$ cat src/rtl/adc_rdout_pkg.sv
package adc_rdout_pkg;

  typedef enum logic [1:0] {
    ST_IDLE = 2'd0,
    ST_WAIT = 2'd1,
    ST_XFER = 2'd2,
    ST_GAP  = 2'd3
  } seq_state_e;

  // first byte of every access: write to the upper-address register
  localparam logic [7:0] URA_WR_INSTR = 8'h10;

  function automatic logic [7:0] ura_byte(input logic [6:0] addr);
    return {5'b00000, addr[6:4]};
  endfunction

  function automatic logic [7:0] rd_instr(input logic [6:0] addr, input logic [1:0] size_m1);
    return {1'b1, size_m1, 1'b0, addr[3:0]};
  endfunction

endpackage

$ cat src/rtl/miso_sync.sv
module miso_sync (
  input  logic clk,
  input  logic rst_n,
  input  logic miso_i,
  output logic miso_s,
  output logic miso_fall
);
  logic [2:0] sync_q;
  logic [2:0] sync_d;

  always_comb begin
    sync_d = {sync_q[1:0], miso_i};
  end

  always_ff @(posedge clk or negedge rst_n) begin
    if (!rst_n) sync_q <= 3'b111;
    else        sync_q <= sync_d;
  end

  assign miso_s    = sync_q[1];
  assign miso_fall = sync_q[2] & ~sync_q[1];
endmodule

$ cat src/rtl/spi_byte_eng.sv
module spi_byte_eng #(
  parameter int HALF_DIV = 64
) (
  input  logic       clk,
  input  logic       rst_n,
  input  logic       start,
  input  logic [7:0] tx_byte,
  input  logic       miso_s,
  output logic       sclk,
  output logic       mosi,
  output logic       busy,
  output logic       done,
  output logic [7:0] rx_byte
);
  localparam int DW = (HALF_DIV > 2) ? $clog2(HALF_DIV) : 1;
  localparam logic [DW-1:0] DIV_LAST = DW'(HALF_DIV - 1);

  logic          busy_q, busy_d;
  logic          sclk_q, sclk_d;
  logic          mosi_q, mosi_d;
  logic          done_q, done_d;
  logic [7:0]    txs_q, txs_d;
  logic [7:0]    rxs_q, rxs_d;
  logic [3:0]    bit_q, bit_d;
  logic [DW-1:0] div_q, div_d;

  always_comb begin
    busy_d = busy_q;
    sclk_d = sclk_q;
    mosi_d = mosi_q;
    txs_d  = txs_q;
    rxs_d  = rxs_q;
    bit_d  = bit_q;
    div_d  = div_q;
    done_d = 1'b0;
    if (!busy_q) begin
      if (start) begin
        busy_d = 1'b1;
        sclk_d = 1'b0;
        mosi_d = tx_byte[7];
        txs_d  = {tx_byte[6:0], 1'b0};
        bit_d  = 4'd0;
        div_d  = '0;
      end
    end else if (div_q == DIV_LAST) begin
      div_d = '0;
      if (!sclk_q) begin
        sclk_d = 1'b1;
        rxs_d  = {rxs_q[6:0], miso_s};
        bit_d  = bit_q + 4'd1;
      end else if (bit_q == 4'd8) begin
        busy_d = 1'b0;
        done_d = 1'b1;
      end else begin
        sclk_d = 1'b0;
        mosi_d = txs_q[7];
        txs_d  = {txs_q[6:0], 1'b0};
      end
    end else begin
      div_d = div_q + DW'(1);
    end
  end

  always_ff @(posedge clk or negedge rst_n) begin
    if (!rst_n) begin
      busy_q <= 1'b0;
      sclk_q <= 1'b1;
      mosi_q <= 1'b0;
      done_q <= 1'b0;
      txs_q  <= '0;
      rxs_q  <= '0;
      bit_q  <= '0;
      div_q  <= '0;
    end else begin
      busy_q <= busy_d;
      sclk_q <= sclk_d;
      mosi_q <= mosi_d;
      done_q <= done_d;
      txs_q  <= txs_d;
      rxs_q  <= rxs_d;
      bit_q  <= bit_d;
      div_q  <= div_d;
    end
  end

  assign sclk    = sclk_q;
  assign mosi    = mosi_q;
  assign busy    = busy_q;
  assign done    = done_q;
  assign rx_byte = rxs_q;

  // sclk idles high whenever no byte is shifting
  assert_sclk_idle_R2: assert property (@(posedge clk) disable iff (!rst_n)
    !busy_q |-> sclk_q);
  // mosi only moves together with a falling sclk edge
  assert_mosi_hold_R2: assert property (@(posedge clk) disable iff (!rst_n)
    (sclk_q && $past(sclk_q)) |-> $stable(mosi_q));
  // never more than eight rising edges per byte
  assert_bit_bound_R2: assert property (@(posedge clk) disable iff (!rst_n)
    bit_q <= 4'd8);
endmodule

$ cat src/rtl/seq_ctrl.sv
module seq_ctrl
  import adc_rdout_pkg::*;
#(
  parameter int         RES_BYTES  = 3,
  parameter logic [6:0] DATA_ADDR  = 7'h1A,
  parameter logic [6:0] STS_ADDR   = 7'h19,
  parameter logic [7:0] STALE_CODE = 8'h01,
  parameter int         TIMEOUT    = 100000,
  parameter int         GAP_CYC    = 7200
) (
  input  logic                   clk,
  input  logic                   rst_n,
  input  logic                   enable,
  input  logic                   miso_fall,
  input  logic                   eng_done,
  input  logic [7:0]             rx_byte,
  output logic                   csb,
  output logic                   eng_start,
  output logic [7:0]             tx_byte,
  output logic [8*RES_BYTES-1:0] result,
  output logic                   result_vld,
  output logic                   err_stale,
  output logic                   timeout
);
  localparam int RES_W = 8 * RES_BYTES;
  localparam int NSEQ  = 7 + RES_BYTES;
  localparam int IW    = $clog2(NSEQ);
  localparam int CMAX  = (TIMEOUT > GAP_CYC) ? TIMEOUT : GAP_CYC;
  localparam int CW    = $clog2(CMAX + 1);
  localparam logic [IW-1:0] IDX_LAST = IW'(NSEQ - 1);
  localparam logic [IW-1:0] IDX_D_LO = IW'(3);
  localparam logic [IW-1:0] IDX_D_HI = IW'(2 + RES_BYTES);

  seq_state_e       state_q, state_d;
  logic [IW-1:0]    idx_q, idx_d;
  logic [CW-1:0]    cnt_q, cnt_d;
  logic             kick_q, kick_d;
  logic             csb_q, csb_d;
  logic             vld_q, vld_d;
  logic             err_q, err_d;
  logic             to_q, to_d;
  logic [RES_W-1:0] acc_q, acc_d;
  logic [RES_W-1:0] res_q, res_d;
  logic             in_data;

  // byte to send for the current sequence slot
  always_comb begin
    tx_byte = 8'h00;
    if (idx_q == IW'(0) || idx_q == IW'(NSEQ - 4))
      tx_byte = URA_WR_INSTR;
    else if (idx_q == IW'(1))
      tx_byte = ura_byte(DATA_ADDR);
    else if (idx_q == IW'(NSEQ - 3))
      tx_byte = ura_byte(STS_ADDR);
    else if (idx_q == IW'(2))
      tx_byte = rd_instr(DATA_ADDR, 2'(RES_BYTES - 1));
    else if (idx_q == IW'(NSEQ - 2))
      tx_byte = rd_instr(STS_ADDR, 2'd0);
  end

  assign in_data = (idx_q >= IDX_D_LO) && (idx_q <= IDX_D_HI);

  always_comb begin
    state_d = state_q;
    idx_d   = idx_q;
    cnt_d   = cnt_q;
    kick_d  = 1'b0;
    vld_d   = 1'b0;
    err_d   = err_q;
    to_d    = to_q;
    acc_d   = acc_q;
    res_d   = res_q;
    unique case (state_q)
      ST_IDLE: begin
        if (enable) begin
          state_d = ST_WAIT;
          cnt_d   = '0;
        end
      end
      ST_WAIT: begin
        if (miso_fall) begin
          state_d = ST_XFER;
          idx_d   = '0;
          kick_d  = 1'b1;
          err_d   = 1'b0;
          to_d    = 1'b0;
        end else if (cnt_q == CW'(TIMEOUT - 1)) begin
          state_d = ST_IDLE;
          to_d    = 1'b1;
        end else begin
          cnt_d = cnt_q + CW'(1);
        end
      end
      ST_XFER: begin
        if (eng_done) begin
          if (in_data) acc_d = (acc_q << 8) | RES_W'(rx_byte);
          if (idx_q == IDX_LAST) begin
            state_d = ST_GAP;
            cnt_d   = '0;
            if (rx_byte == STALE_CODE) begin
              err_d = 1'b1;
            end else begin
              vld_d = 1'b1;
              res_d = acc_q;
            end
          end else begin
            idx_d  = idx_q + IW'(1);
            kick_d = 1'b1;
          end
        end
      end
      ST_GAP: begin
        if (cnt_q == CW'(GAP_CYC - 1)) state_d = ST_IDLE;
        else                           cnt_d   = cnt_q + CW'(1);
      end
      default: state_d = ST_IDLE;
    endcase
    csb_d = (state_d == ST_IDLE) || (state_d == ST_GAP);
  end

  always_ff @(posedge clk or negedge rst_n) begin
    if (!rst_n) begin
      state_q <= ST_IDLE;
      idx_q   <= '0;
      cnt_q   <= '0;
      kick_q  <= 1'b0;
      csb_q   <= 1'b1;
      vld_q   <= 1'b0;
      err_q   <= 1'b0;
      to_q    <= 1'b0;
      acc_q   <= '0;
      res_q   <= '0;
    end else begin
      state_q <= state_d;
      idx_q   <= idx_d;
      cnt_q   <= cnt_d;
      kick_q  <= kick_d;
      csb_q   <= csb_d;
      vld_q   <= vld_d;
      err_q   <= err_d;
      to_q    <= to_d;
      acc_q   <= acc_d;
      res_q   <= res_d;
    end
  end

  assign csb        = csb_q;
  assign eng_start  = kick_q;
  assign result     = res_q;
  assign result_vld = vld_q;
  assign err_stale  = err_q;
  assign timeout    = to_q;

  // a stale status never comes with a valid strobe
  assert_vld_err_excl_R7: assert property (@(posedge clk) disable iff (!rst_n)
    !(vld_q && err_q));
  // valid is a single-cycle strobe
  assert_vld_pulse_R8: assert property (@(posedge clk) disable iff (!rst_n)
    vld_q |=> !vld_q);
  // waiting never runs past the timeout limit
  assert_wait_bound_R9: assert property (@(posedge clk) disable iff (!rst_n)
    (state_q == ST_WAIT) |-> (cnt_q < CW'(TIMEOUT)));
  // the result register holds whenever no strobe is issued
  assert_res_hold_R7: assert property (@(posedge clk) disable iff (!rst_n)
    !vld_q |-> $stable(res_q));
endmodule

$ cat src/rtl/adc_rdout_seq.sv
module adc_rdout_seq #(
  parameter int         HALF_DIV   = 64,
  parameter int         RES_BYTES  = 3,
  parameter logic [6:0] DATA_ADDR  = 7'h1A,
  parameter logic [6:0] STS_ADDR   = 7'h19,
  parameter logic [7:0] STALE_CODE = 8'h01,
  parameter int         TIMEOUT    = 100000,
  parameter int         GAP_CYC    = 7200
) (
  input  logic                   clk,
  input  logic                   rst_n,
  input  logic                   enable,
  input  logic                   miso,
  output logic                   sclk,
  output logic                   csb,
  output logic                   mosi,
  output logic [8*RES_BYTES-1:0] result,
  output logic                   result_vld,
  output logic                   err_stale,
  output logic                   timeout
);
  logic [1:0] rsync_q;
  logic       srst_n;
  logic       miso_s, miso_fall;
  logic       eng_start, eng_busy, eng_done;
  logic [7:0] tx_byte, rx_byte;

  always_ff @(posedge clk or negedge rst_n) begin
    if (!rst_n) rsync_q <= 2'b00;
    else        rsync_q <= {rsync_q[0], 1'b1};
  end
  assign srst_n = rsync_q[1];

  miso_sync u_sync (
    .clk       (clk),
    .rst_n     (srst_n),
    .miso_i    (miso),
    .miso_s    (miso_s),
    .miso_fall (miso_fall)
  );

  spi_byte_eng #(.HALF_DIV(HALF_DIV)) u_eng (
    .clk     (clk),
    .rst_n   (srst_n),
    .start   (eng_start),
    .tx_byte (tx_byte),
    .miso_s  (miso_s),
    .sclk    (sclk),
    .mosi    (mosi),
    .busy    (eng_busy),
    .done    (eng_done),
    .rx_byte (rx_byte)
  );

  seq_ctrl #(
    .RES_BYTES  (RES_BYTES),
    .DATA_ADDR  (DATA_ADDR),
    .STS_ADDR   (STS_ADDR),
    .STALE_CODE (STALE_CODE),
    .TIMEOUT    (TIMEOUT),
    .GAP_CYC    (GAP_CYC)
  ) u_ctrl (
    .clk        (clk),
    .rst_n      (srst_n),
    .enable     (enable),
    .miso_fall  (miso_fall),
    .eng_done   (eng_done),
    .rx_byte    (rx_byte),
    .csb        (csb),
    .eng_start  (eng_start),
    .tx_byte    (tx_byte),
    .result     (result),
    .result_vld (result_vld),
    .err_stale  (err_stale),
    .timeout    (timeout)
  );

  // bytes only shift while the converter is selected
  assert_csb_busy_R6: assert property (@(posedge clk) disable iff (!srst_n)
    eng_busy |-> !csb);
  // no clock activity while deselected
  assert_sclk_desel_R3: assert property (@(posedge clk) disable iff (!srst_n)
    csb |-> sclk);
  // a timeout leaves the converter deselected
  assert_to_desel_R9: assert property (@(posedge clk) disable iff (!srst_n)
    $rose(timeout) |-> csb);
endmodule

$ cat config.mk
export PLATFORM = sky130hd
export DESIGN_NAME = adc_rdout_seq
export DESIGN_NICKNAME = d
export VERILOG_FILES = /design/src/rtl/adc_rdout_pkg.sv /design/src/rtl/miso_sync.sv /design/src/rtl/spi_byte_eng.sv /design/src/rtl/seq_ctrl.sv /design/src/rtl/adc_rdout_seq.sv
export SDC_FILE = /design/constraint.sdc
export NUM_CORES = 1
export LEC_CHECK = 0
export BUFFER_PORTS_ARGS = -buffer_cell sky130_fd_sc_hd__buf_4
export CAP_MARGIN = 20
export CORE_MARGIN = 5
export CORE_UTILIZATION = 30
export CTS_CLUSTER_DIAMETER = 80
export DETAILED_ROUTE_END_ITERATION = 8
export PLACE_DENSITY = 0.49
export SKIP_LAST_GASP = 1
export SLEW_MARGIN = 15
export SYNTH_ARGS = -nofsm -noshare
export SYNTH_HDL_FRONTEND = slang
export SYNTH_SLANG_ARGS = --single-unit
export TNS_END_PERCENT = 5
$ cat constraint.sdc
create_clock -name clk -period 4.5 [get_ports clk]
set_clock_uncertainty 0.1 [all_clocks]
set_input_delay 0 -clock clk [delete_from_list [all_inputs] [get_ports clk]]
set_output_delay 0 -clock clk [all_outputs]
set_load 0.02 [all_outputs]
==> impl_metrics.tcl <==
set metrics [dict create \
    status "finished clean" \
    grt_pass1_vias 3432 \
    first_iter_violations 201 \
    hold_depth 4 \
    async_flop_share 1.00 \
    cts-buffers-inserted 9 \
    grt_overflow 0 \
    cts_buffer_depth 2 \
    fin_crit_ns 2.92 \
    grt_max_degree 83 \
    worstSetupStartpointType "register" \
    drc 0 \
    yosys.cell_types.count 61 \
    vdd_drop_max_v 0.000173 \
    final_common_cell "dfrtp_1" \
    worstSetupPathType "reg2reg" \
    fp.coreArea_mm2 0.0167 \
    gp_congestion 0.801 \
    fill_cells 1670 \
    clk_pin_slew_ns 0.07 \
    diodes 0 \
    vias_per_cell 4.84 \
    drv_cap 0 \
    seqCellArea_mm2 0.00276 \
    synth_flop_cell "dfrtp_1" \
    io_pins 34 \
    hold_viol 0 \
    area_growth_pct 16.1 \
    rsz0062_at_grt "false" \
    cellLeakagePower_uw 0.00284 \
    fmax_ghz 0.343 \
    critPathRequiredTime_ns 4.63 \
    vias 3384 \
    layout_common_cells "dfrtp_1 (104), mux2_2 (56), nand2_1 (39)" \
    synth-edff-count 0 \
    clk_latency_ns 0.35 \
    syn_area_mm2 0.00513 \
    powerDensity_mw_per_mm2 304 \
    setup_viol 0 \
    multi_input_area_mm2 0.00222 \
    end_kind "register" \
    start_util 0.307 \
    cts_max_level 3 \
    ys_seq_area_frac 0.537 \
    tightest_slew_ns 1.08 \
    fp.dieArea_mm2 0.0198 \
    cts_post_setup_buffers_inserted 0 \
    timing.slew.headroom 0.279 \
    post-route-period-util 0.648 \
    die_y_um 141 \
    grt_use_total 0.106 \
    cts_sinks 110 \
    grt_pass1_wl_um 17300 \
    synth_cells 441 \
    dieWidth_um 141 \
    root_buffer "clkbuf_16" \
    detail_route.wirelength_um 9890 \
    placed_area_mm2 0.00558 \
    io_buffers 33 \
    reg2reg_depth 7 \
    wl_per_cell_um 14.1 \
    cts_tree "built" \
    slew_violations 0 \
    dp_hpwl_um 6760 \
    synth-seq-cells 110 \
    antenna_found_initial 0 \
    yosysWarnings 0 \
    worstHoldPathType "in2reg" \
    drive_above_1_share 0.282 \
    dr.pass1.iters 4 \
    syn_nets 458 \
    crit_path_max_fanout 11 \
    stdcell_area_mm2 0.00596 \
    syn_area_per_cell_um2 11.6 \
    row_count 47 \
    worstPathArrival_ns 3.05 \
    nNetsFinal 491 \
    drtAntennaViolNets 0 \
    setup_tns_ns 0 \
]
[cell families (layout without fill, tap and decap cells)]
kind of cell,Yosys count,count (layout),synth area share
AO/OA/AOI/OAI,59,59,0.0790
buffers and inverters,35,73,0.0305
flip-flops,110,110,0.537
multiplexers,69,69,0.150
other,1,1,0.000730
adder cells (fa/ha/maj),13,13,0.0317
AND/OR/NAND/NOR,143,143,0.150
XOR/XNOR,11,11,0.0202
[registers in the layout, indices dropped and copies added, names as in the netlist]
signal,count
u_ctrl.acc_q,24
u_ctrl.result,24
u_ctrl.cnt_q,17
u_eng.rx_byte,8
u_eng.txs_q,7
u_eng.div_q,6
u_ctrl.idx_q,4
u_eng.bit_q,4
u_sync.sync_q,3
rsync_q,2
u_ctrl.state_q,2
u_ctrl.csb,1
u_ctrl.eng_start,1
u_ctrl.err_stale,1
u_ctrl.result_vld,1
u_ctrl.timeout,1
u_eng.busy,1
u_eng.done,1
u_eng.mosi,1
u_eng.sclk,1
[layer usage]
| layer | routed length (um) | vias to the layer above | global-route usage |
|---|---|---|---|
| met2 | 4770 | 47 | 0.169 |
| met1 | 4610 | 1696 | 0.142 |
| met3 | 416 | 6 | 0.0325 |
| met5 | 0 | - | 0 |
| li1 | - | 1635 | - |
| met4 | 86 | 0 | 0.0255 |
[where the power goes]
group          total (uW)  internal, uW  switching, uW
combinational        21.7          6.66           15.1
sequential            998           992           5.98
clock                 791           434            357
[cells in the mapped netlist (3+ instances only)]
cell type / count / area, um^2
dfrtp_1: 105 / 2630
mux2_2: 56 / 631
nand2_1: 39 / 146
nor2_1: 26 / 97.6
o21ai_0: 21 / 105
inv_1: 17 / 63.8
nand4_1: 15 / 93.8
nand3_1: 14 / 70.1
ha_1: 13 / 163
a21oi_1: 10 / 50.1
mux2i_1: 10 / 100
buf_2: 8 / 40.0
and3_1: 7 / 43.8
clkbuf_1: 6 / 22.5
nor3_1: 6 / 30.0
or2_2: 6 / 37.5
xor2_1: 6 / 52.6
dfstp_2: 5 / 131
a21o_1: 4 / 30.0
a31oi_1: 4 / 25.0
nor4_1: 4 / 25.0
or3_1: 4 / 25.0
xnor2_1: 4 / 35.0
nor4b_1: 3 / 26.3
o31ai_1: 3 / 22.5
[worst max-delay path, cell delays in order, from the launching register on]
cell	delay, ns
dfrtp_1	0.44
inv_1	0.12
ha_1	0.27
nand4b_2	0.18
a211o_1	0.38
a31oi_1	0.80
nand4_1	0.19
mux2_2	0.32
[worst paths after layout]
path,startpoint,endpoint,slack (ns)
min,enable,u_ctrl.state_q[0],0.14
min reg2reg,rsync_q[1],u_ctrl.result[4],0.15
max in group asynchronous,rsync_q[1],u_eng.sclk,3.42
min in group asynchronous,rsync_q[1],u_ctrl.result[4],0.15
max reg2reg,u_ctrl.idx_q[1],u_ctrl.cnt_q[7],1.58
max,u_ctrl.idx_q[1],u_ctrl.cnt_q[7],1.58
[stage by stage]
stage	power (uW)	worst slack [ns]	std cells	utilization	hold slack (ns)
global route	1900	1.38	699	0.357	0.135
detailed placement	1040	1.62	678	0.334	-0.315
CTS	1850	1.61	697	0.354	0.124
global placement	1040	1.69	678	0.334	-0.318
floorplan	1030	1.12	441	-	-0.396
finish	1810	1.58	699	0.357	0.142
[area by class of cell]
type	instances	area share
multi-input combinational	296	0.372
tap	220	0.0462
timing repair buffer	40	0.0584
inverter	17	0.0107
clock buffer	11	0.0390
clock inverter	5	0.00987
sequential	110	0.463
[timing repair]
item | in CTS | in global routing
hold endpoints to repair | 3 | 0
resized for setup | 0 | 0
hold buffers | 3 | 0
No activity file was read; power rests on OpenSTA's default activity.
